## src/rtl/irqc_pkg.sv

```systemverilog
package irqc_pkg;
  typedef enum logic [1:0] {
    OP_NONE  = 2'd0,
    OP_SET   = 2'd1,
    OP_CLEAR = 2'd2,
    OP_TEST  = 2'd3
  } bit_op_e;

  typedef enum logic [1:0] {
    ACK_IDLE = 2'd0,
    ACK_C1   = 2'd1,
    ACK_C2   = 2'd2,
    ACK_C3   = 2'd3
  } ack_state_e;
endpackage

```

## src/rtl/irqc_bit_bank.sv

```systemverilog
module irqc_bit_bank
  import irqc_pkg::*;
#(
  parameter int NSRC  = 7,
  parameter int SEL_W = 4
) (
  input  logic             clk,
  input  logic             rst,
  input  logic [NSRC-1:0]  hw_evt,
  input  logic [1:0]       bit_op,
  input  logic [SEL_W-1:0] bit_sel,
  input  logic             ack_clr_gie,
  output logic [NSRC-1:0]  flag_q,
  output logic [NSRC-1:0]  mask_q,
  output logic             gie_q,
  output logic             status_q
);
  localparam int IDX_W = SEL_W - 1;

  bit_op_e            op;
  logic               region_mask;
  logic [IDX_W-1:0]   idx;
  logic               rd_bit;

  assign op          = bit_op_e'(bit_op);
  assign region_mask = bit_sel[SEL_W-1];
  assign idx         = bit_sel[IDX_W-1:0];

  always_comb begin
    rd_bit = 1'b0;
    if (!region_mask && int'(idx) < NSRC)       rd_bit = flag_q[idx];
    else if (!region_mask && int'(idx) == NSRC) rd_bit = gie_q;
    else if (region_mask && int'(idx) < NSRC)   rd_bit = mask_q[idx];
  end

  for (genvar i = 0; i < NSRC; i++) begin : g_src
    logic hit_flag, hit_mask;
    assign hit_flag = !region_mask && (int'(idx) == i);
    assign hit_mask = region_mask && (int'(idx) == i);

    always_ff @(posedge clk) begin
      if (rst) begin
        flag_q[i] <= 1'b0;
        mask_q[i] <= 1'b1;
      end else begin
        if (hw_evt[i])                             flag_q[i] <= 1'b1;
        else if (hit_flag && op == OP_CLEAR)       flag_q[i] <= 1'b0;
        if (hit_mask && op == OP_SET)              mask_q[i] <= 1'b1;
        else if (hit_mask && op == OP_CLEAR)       mask_q[i] <= 1'b0;
      end
    end

    a_r4_hw_only_sets_flag: assert property (@(posedge clk) disable iff (rst)
      $rose(flag_q[i]) |-> $past(hw_evt[i]));
    a_r7_event_wins: assert property (@(posedge clk) disable iff (rst)
      hw_evt[i] |=> flag_q[i]);
  end

  always_ff @(posedge clk) begin
    if (rst) begin
      gie_q    <= 1'b0;
      status_q <= 1'b0;
    end else begin
      if (ack_clr_gie)
        gie_q <= 1'b0;
      else if (!region_mask && int'(idx) == NSRC && op == OP_SET)
        gie_q <= 1'b1;
      else if (!region_mask && int'(idx) == NSRC && op == OP_CLEAR)
        gie_q <= 1'b0;
      if (op == OP_TEST) status_q <= rd_bit;
    end
  end

  a_r6_ack_clears_gie: assert property (@(posedge clk) disable iff (rst)
    ack_clr_gie |=> !gie_q);
endmodule

```

## src/rtl/irqc_prio.sv

```systemverilog
module irqc_prio #(
  parameter int NSRC   = 7,
  parameter int VEC_W  = 14,
  parameter int STRIDE = 2
) (
  input  logic [NSRC-1:0]  req,
  output logic             any_req,
  output logic [VEC_W-1:0] vec
);
  localparam int GW = $clog2(NSRC);

  logic [GW-1:0] grant;

  always_comb begin
    grant = '0;
    for (int i = NSRC - 1; i >= 0; i--) begin
      if (req[i]) grant = GW'(i);
    end
  end

  assign any_req = |req;
  assign vec     = VEC_W'(STRIDE) * (VEC_W'(grant) + VEC_W'(1));
endmodule

```

## src/rtl/irqc_ack_seq.sv

```systemverilog
module irqc_ack_seq
  import irqc_pkg::*;
#(
  parameter int VEC_W = 14
) (
  input  logic             clk,
  input  logic             rst,
  input  logic             any_req,
  input  logic             gie,
  input  logic [VEC_W-1:0] vec_in,
  output logic             take_int,
  output logic             push_en,
  output logic             push_slot,
  output logic             jump_en,
  output logic             clr_gie,
  output logic [VEC_W-1:0] vector
);
  ack_state_e state_q;
  logic       start;

  assign start = (state_q == ACK_IDLE) && gie && any_req;

  always_ff @(posedge clk) begin
    if (rst) begin
      state_q <= ACK_IDLE;
      vector  <= '0;
    end else begin
      case (state_q)
        ACK_IDLE: if (start) begin
          state_q <= ACK_C1;
          vector  <= vec_in;
        end
        ACK_C1:   state_q <= ACK_C2;
        ACK_C2:   state_q <= ACK_C3;
        default:  state_q <= ACK_IDLE;
      endcase
    end
  end

  assign take_int  = (state_q == ACK_C1);
  assign push_en   = (state_q == ACK_C2) || (state_q == ACK_C3);
  assign push_slot = (state_q == ACK_C3);
  assign jump_en   = (state_q == ACK_C3);
  assign clr_gie   = (state_q == ACK_C2);

  a_r1_take_needs_gie: assert property (@(posedge clk) disable iff (rst)
    take_int |-> $past(gie) && $past(any_req));
  a_r6_take_then_push: assert property (@(posedge clk) disable iff (rst)
    take_int |=> push_en && !push_slot && !jump_en);
  a_r6_jump_in_slot1: assert property (@(posedge clk) disable iff (rst)
    jump_en |-> push_en && push_slot && !gie);
  a_r5_vector_even: assert property (@(posedge clk) disable iff (rst)
    jump_en |-> (vector[0] == 1'b0) && (vector != '0));
  a_r9_no_restart: assert property (@(posedge clk) disable iff (rst)
    jump_en |=> !take_int);
endmodule

```

## src/rtl/irq_vector_ctrl.sv

```systemverilog
module irq_vector_ctrl
  import irqc_pkg::*;
#(
  parameter int NSRC   = 7,
  parameter int VEC_W  = 14,
  parameter int STRIDE = 2,
  parameter int SEL_W  = 4
) (
  input  logic             clk,
  input  logic             rst,
  input  logic [NSRC-1:0]  hw_evt,
  input  logic [1:0]       bit_op,
  input  logic [SEL_W-1:0] bit_sel,
  output logic             status_bit,
  output logic             take_int,
  output logic             push_en,
  output logic             push_slot,
  output logic             jump_en,
  output logic [VEC_W-1:0] vector
);
  logic [NSRC-1:0]  flag_q, mask_q, req;
  logic             gie_q, clr_gie, any_req;
  logic [VEC_W-1:0] vec_sel;

  irqc_bit_bank #(.NSRC(NSRC), .SEL_W(SEL_W)) u_bank (
    .clk(clk), .rst(rst), .hw_evt(hw_evt), .bit_op(bit_op), .bit_sel(bit_sel),
    .ack_clr_gie(clr_gie), .flag_q(flag_q), .mask_q(mask_q), .gie_q(gie_q),
    .status_q(status_bit)
  );

  assign req = flag_q & ~mask_q;

  irqc_prio #(.NSRC(NSRC), .VEC_W(VEC_W), .STRIDE(STRIDE)) u_prio (
    .req(req), .any_req(any_req), .vec(vec_sel)
  );

  irqc_ack_seq #(.VEC_W(VEC_W)) u_seq (
    .clk(clk), .rst(rst), .any_req(any_req), .gie(gie_q), .vec_in(vec_sel),
    .take_int(take_int), .push_en(push_en), .push_slot(push_slot),
    .jump_en(jump_en), .clr_gie(clr_gie), .vector(vector)
  );

  a_r2_masked_after_reset: assert property (@(posedge clk)
    $past(rst) |-> (req == '0) && !take_int);
endmodule

```

## config.mk

```make
export PLATFORM = sky130hd
export DESIGN_NAME = irq_vector_ctrl
export DESIGN_NICKNAME = d
export VERILOG_FILES = /design/src/rtl/irqc_pkg.sv /design/src/rtl/irqc_bit_bank.sv /design/src/rtl/irqc_prio.sv /design/src/rtl/irqc_ack_seq.sv /design/src/rtl/irq_vector_ctrl.sv
export SDC_FILE = /design/constraint.sdc
export NUM_CORES = 1
export LEC_CHECK = 0
export BUFFER_PORTS_ARGS = -buffer_cell sky130_fd_sc_hd__buf_4
export CORE_MARGIN = 1
export CORE_UTILIZATION = 31
export CTS_CLUSTER_SIZE = 30
export DETAILED_ROUTE_END_ITERATION = 8
export HOLD_SLACK_MARGIN = 0.12
export MAX_ROUTING_LAYER = met4
export PLACE_DENSITY = 0.6
export SKIP_LAST_GASP = 1
export SLEW_MARGIN = 40
export SYNTH_ARGS = -nofsm -noshare
export SYNTH_HDL_FRONTEND = slang
export SYNTH_HIERARCHICAL = 1
export SYNTH_SLANG_ARGS = --single-unit
export TNS_END_PERCENT = 100
```

## constraint.sdc

```tcl
create_clock -name clk -period 2.5 [get_ports clk]
set_clock_uncertainty 0.2 [all_clocks]
set_input_delay 0.25 -clock clk [delete_from_list [all_inputs] [get_ports clk]]
set_output_delay 0.25 -clock clk [all_outputs]
set_load 0.02 [all_outputs]
```

==> impl_metrics.ini, run 1 <==
[outcome]
outcome = finished clean

[pwr]
cellPowerDensity_mw_per_mm2 = 497
ir_worst_vdd_mv = 0.284
power.leakage_uw = 0.000961

[sta]
worstMarginPinSlew_ns = 0.519
hold_viol = 0
timing.fmax_mhz = 476
setup_tns_ns = 0
slew_headroom_pct = 64.5
setup_violations = 0
rsz0062_at_grt = no
fin_crit_ns = 2.10
maxSlewViolCount = 0
finalCritPeriodShare_pct = 84.1

[critical_path]
cp_num_buf_inv = 0
critPathMaxFanout = 14
crit_path_start_kind = flip-flop
cp_top_family = simple AND/OR/NAND/NOR gates
endpoint_kind = flip-flop
cp.required_ns = 2.45
cpMaxStageDelayCell = or4_4
critical_path.max_stage_delay_ns = 0.53
crit_chain = nor2b_4 -> or4_4 -> nand2b_1 -> and3_2 -> mux2i_1
crit_arrival_ns = 2.05
worstSetupPathType = reg -> reg

[route]
routed_via_density = 4.63
ant_nets = 0
drt_iter0_drc = 114
wl_per_cell_um = 12.5
routed_wl_um = 4100
vias = 1519
drc = 0
drtPass1Iterations = 4

[die]
io_pins = 34
rows = 28
fp.dieW_um = 81.8
die_area_mm2 = 0.00670
core_area_mm2 = 0.00603
fp.dieH_um = 81.8
start_util_pct = 32.8

[global_routing]
grt_remaining_overflow = 0
grt_pass1_vias = 1378
grt_max_degree = 48
groute.usage.overall_pct = 13.6
grt_first_pass_wirelength_um = 6690
antenna_found_initial = 0

[yosys]
synth_seq_area_share_pct = 32.4
synth_seq_cells = 32
synthFlopType = dfxtp_1
synth_area_leaders = dfxtp_1 32%, nand2b_1 11%, mux2i_1 9.6%
synthCells = 218
synth-async-reset-ratio_pct = 0
synth_common_cells = 36 x nand2b_1, 32 x dfxtp_1, 25 x a21oi_1, 19 x mux2i_1, 13 x buf_4
synth_edf_count = 0
synth_top_area_share_pct = 32.4
synth.most_common_cell = nand2b_1
synth_cell_types = 46
yosysWarnings = 6
yosys.area.top_type = dfxtp_1
syn_area_mm2 = 0.00198
syn_area_per_cell_um2 = 9.06

[job]
cap_viol_max_count = 0

[clock_network]
cts-root-buf = clkbuf_8
clk_pin_slew_ns = 0.07
h-tree-depth = 2
cts_sinks = 32
clock_latency_ns = 0.28
post_cts_buffers = 0
tritoncts = built
clock_path_buffers = 2
cts_buffers = 5

[final_layout]
nets = 272
seqCellArea_um2 = 641
antenna_cells = 0
multi_input_area_mm2 = 0.00116
drive_gt1_share_pct = 23.3
area_delta_synth_final_pct = 18.3
fill_cells = 641
fin_cells = 328

[place]
dp_cells = 313
gp_congestion = 0.779
numPortBuffers = 33
dp_hpwl_um = 2690

[hold_path]
hp-class = in -> reg
flip-flops by register name (all words and copies together), names as in the netlist:
| signal | flops |
|---|---|
| u_seq/vector | 14 |
| u_bank/mask_q | 7 |
| u_bank/gie_q | 1 |
| u_bank/flag_q | 7 |
| u_bank/status_q | 1 |
| u_seq/state_q | 2 |
worst paths after layout:
kind	cells past startpoint	slack, ns	to	from
setup / recovery	5	0.40	u_seq/vector[3]	u_bank/mask_q[0]
hold / removal	3	0.14	u_bank/gie_q	bit_op[0]
setup reg to reg	5	0.40	u_seq/vector[3]	u_bank/mask_q[0]
hold reg to reg	2	0.28	u_seq/vector[4]	u_seq/vector[4]
cells by family (layout without fill, tap and decap cells):
logic type	after synthesis	count (layout)	synth area share [%]
DFF	32	32	32.4
buffers and inverters	33	58	11.0
and+or+nand+nor	78	78	27.7
adders and majority gates	5	5	3.17
other	1	11	0.190
muxes	20	20	10.8
AOI/OAI and AO/OA	48	48	14.4
xor gates and xnor gates	1	1	0.443
metrics by stage:
stage          hold WS, ns  worst slack, ns  util (%)  power, µW  instance area, µm²
6_report             0.137            0.397      38.8       1160                2340
5_1_grt              0.145            0.300      38.8       1230                2340
4_1_cts              0.127            0.239      38.8       1170                2340
3_5_place_dp         0.262            0.265      36.1        749                2180
3_3_place_gp         0.255            0.303      36.1        749                2180
2_1_floorplan        0.150            0.517         -        708                2010
cell usage in the layout (no fill, tap or decap), types with 2 or more instances in the layout:
cell type	count
inv_1	10
nor4_1	2
nor2_1	7
ha_1	5
nor3_1	2
or2_1	4
dlygate4sd3_1	7
or2_2	4
nor2b_4	7
buf_4	33
clkbuf_1	2
nor2b_1	2
mux2i_1	19
dfxtp_1	32
nand2_1	3
a21oi_1	25
o21ai_0	10
nand2b_1	36
conb_1	11
and3_2	2
nand3b_1	2
a211oi_1	2
clkbuf_8	6
report_power, final:
group          switching (µW)  internal, µW
Clock                     192           225
Combinational            97.0          97.7
Sequential               20.8           530
metal layers:
layer	vias to the layer above	share of wire, %	routed length, µm	track usage [%]
met5	-	0	0	-
met4	0	1.1	44	4.91
met3	6	4.5	183	3.67
met2	31	44	1820	19.8
met1	694	50	2050	18.0
li1	788	-	-	-
final cells by class:
class / instances / area share, %
multi-input cells: 163 / 49.5
inverters: 10 / 1.61
flip-flops and latches: 32 / 27.4
repair buffers: 40 / 13.6
clock buffers: 8 / 3.85
well taps: 75 / 4.01
worst register-to-register path: cells and delay by family (launching register included):
kind / cells / cell delay [ns]
and+or+nand+nor: 4 / 1.16
DFF: 1 / 0.43
muxes: 1 / 0.18
timing repair:
item | CTS | global route
setup endpoints to repair | 0 | 0
resized for setup | 0 | 0
endpoints found under the hold margin | 7 | 0
hold buffers | 7 | 0
No activity file was read; power rests on OpenSTA's default activity.
==> inputs of run 2 (changes only) <==
--- a/config.mk
+++ b/config.mk
@@ -12,7 +12,7 @@
 export DETAILED_ROUTE_END_ITERATION = 8
 export HOLD_SLACK_MARGIN = 0.12
 export MAX_ROUTING_LAYER = met4
-export PLACE_DENSITY = 0.6
+export PLACE_DENSITY = 0.62
 export SKIP_LAST_GASP = 1
 export SLEW_MARGIN = 40
 export SYNTH_ARGS = -nofsm -noshare
==> constraint.sdc (replaced) <==
create_clock -name clk -period 1.7 [get_ports clk]
set_clock_uncertainty 0.2 [all_clocks]
set_input_delay 0.17 -clock clk [delete_from_list [all_inputs] [get_ports clk]]
set_output_delay 0.17 -clock clk [all_outputs]
set_load 0.02 [all_outputs]
==> impl_metrics.ini, run 2 (synthesis results as in run 1) <==
[final_layout]
multi_input_area_mm2 = 0.00119
drive_gt1_share_pct = 32.7
largest_reg_flops = 14
nets = 303
area_delta_synth_final_pct = 33.9
layout_common_cells = 54 x buf_4, 35 x nand2b_1, 26 x dfxtp_1
regMostFlops = u_seq/vector
fill_cells = 601
seqCellArea_um2 = 651
antenna_cells = 0
reg_top3 = u_seq/vector: 14 flops, u_bank/flag_q: 7 flops, u_bank/mask_q: 7 flops
final_common_cell = buf_4
fin_cells = 359

[critical_path]
cpMaxStageDelayCell = or4_4
endpoint_kind = flip-flop
critPathMaxFanout = 4
cp.required_ns = 1.72
cp_num_buf_inv = 0
worst-path-stages = 5
reg2reg_depth = 5
crit_chain = nor2b_4 -> or4_4 -> nand2b_4 -> a21boi_1 -> mux2i_1
critical_path.max_stage_delay_ns = 0.53
cp_top_family = simple AND/OR/NAND/NOR gates
worstSetupPathType = reg -> reg
crit_path_start_kind = flip-flop
crit_arrival_ns = 1.81

[pwr]
p_sw_share_pct = 25.5
p_int_uw = 1420
combPwrFrac_pct = 19.4
power.leakage_uw = 0.00112
power.share.clock_pct = 38.0
p_sw_uw = 487
ir_worst_vdd_mv = 0.452
cellPowerDensity_mw_per_mm2 = 721
seq_power_share_pct = 42.7

[global_routing]
grt_remaining_overflow = 0
grt_first_pass_wirelength_um = 7470
grt_pass1_vias = 1606
grt_max_degree = 46
groute.usage.overall_pct = 15.2
use_met1_pct = 17.7
grt-busiest-layer = met2
met2_usage_pct = 25.1
grt_use_met3_pct = 2.78
antenna_found_initial = 0

[die]
io_pins = 34
die_area_mm2 = 0.00670
rows = 28
fp.dieH_um = 81.8
start_util_pct = 32.8
core_area_mm2 = 0.00603
fp.dieW_um = 81.8

[sta]
fin_crit_ns = 1.79
slew_headroom_pct = 66.0
hold_viol = 0
maxSlewViolCount = 0
timing.fmax_mhz = 558
setup_violations = 15
worstMarginPinSlew_ns = 0.497
rsz0062_at_grt = yes
setup_tns_ns = -1.03
setup_slack_ns = -0.0924
finalCritPeriodShare_pct = 105

[route]
drc = 0
drt_iter0_drc = 104
ant_nets = 0
routed_via_density = 4.63
routed_wl_um = 4520
vias = 1663
wl_per_cell_um = 12.6
drtPass1Iterations = 4

[clock_network]
h-tree-depth = 2
cts_buffers = 5
clock_latency_ns = 0.29
cts-root-buf = clkbuf_8
clk_pin_slew_ns = 0.07
tritoncts = built
cts_sinks = 32
clock_path_buffers = 2

[place]
dp_hpwl_um = 2850
gp_congestion = 0.844
dp_cells = 333
numPortBuffers = 33

[outcome]
outcome = finished with violations
violations = setup timing

[hold_path]
whs_path_depth = 2
hp-class = in -> reg

[job]
cap_viol_max_count = 0
==> run 2: changes by cell type in the layout (fill, tap and decap cells not counted), moves of 2 or more <==
cell           delta
dfxtp_2           +5
buf_4            +21
dfxtp_1           -6
and3_4            +2
dlygate4sd3_1     +8
==> run 2: final cells by class <==
type / instances / area share [%]
multi-input combinational: 164 / 44.9
timing repair buffer: 70 / 21.4
clock buffer: 6 / 2.74
sequential: 32 / 24.6
clock inverter: 2 / 1.32
inverter: 10 / 1.42
tap: 75 / 3.55
==> run 2: power by group through the flow <==
stage                     clock network, µW  logic [µW]  registers, µW
final                                   724         369            813
after global routing                    776         403            817
after CTS                               745         363            809
after detailed placement                  0         307            822
after global placement                    0         308            822
after floorplan                           0         223            821
==> run 2: worst paths after layout <==
path         slack, ns        startpoint               end
min               0.11               rst  u_bank/flag_q[2]
max              -0.09  u_bank/flag_q[3]  u_seq/state_q[1]
min reg2reg       0.28   u_seq/vector[5]   u_seq/vector[5]
max reg2reg      -0.09  u_bank/flag_q[3]  u_seq/state_q[1]
==> run 2: timing repair <==
action                                  CTS  global route
endpoints found under the setup margin   16            18
pin swaps                                 1             0
endpoints found under the hold margin     9             0
setup buffers                             2             0
hold buffers                             15             0
gates resized for setup                   7             5
gates cloned                              1             0
==> run 2: through the flow <==
step / power [µW] / utilization, % / setup slack [ns] / hold slack (ns) / cell area (µm²)
2_1_floorplan: 1040 / - / -0.191 / 0.0698 / 2030
3_3_place_gp: 1130 / 38.8 / -0.101 / 0.177 / 2340
3_5_place_dp: 1130 / 38.8 / -0.129 / 0.184 / 2340
4_1_cts: 1920 / 43.7 / -0.101 / 0.126 / 2630
5_1_grt: 2000 / 43.9 / -0.171 / 0.141 / 2650
6_report: 1910 / 43.9 / -0.0924 / 0.114 / 2650
==> run 2: metal layers <==
| layer | routed length (µm) | up-vias |
|---|---|---|
| met5 | 0 | - |
| met4 | 112 | 0 |
| met3 | 124 | 11 |
| met2 | 2180 | 24 |
| met1 | 2110 | 777 |
| li1 | - | 851 |
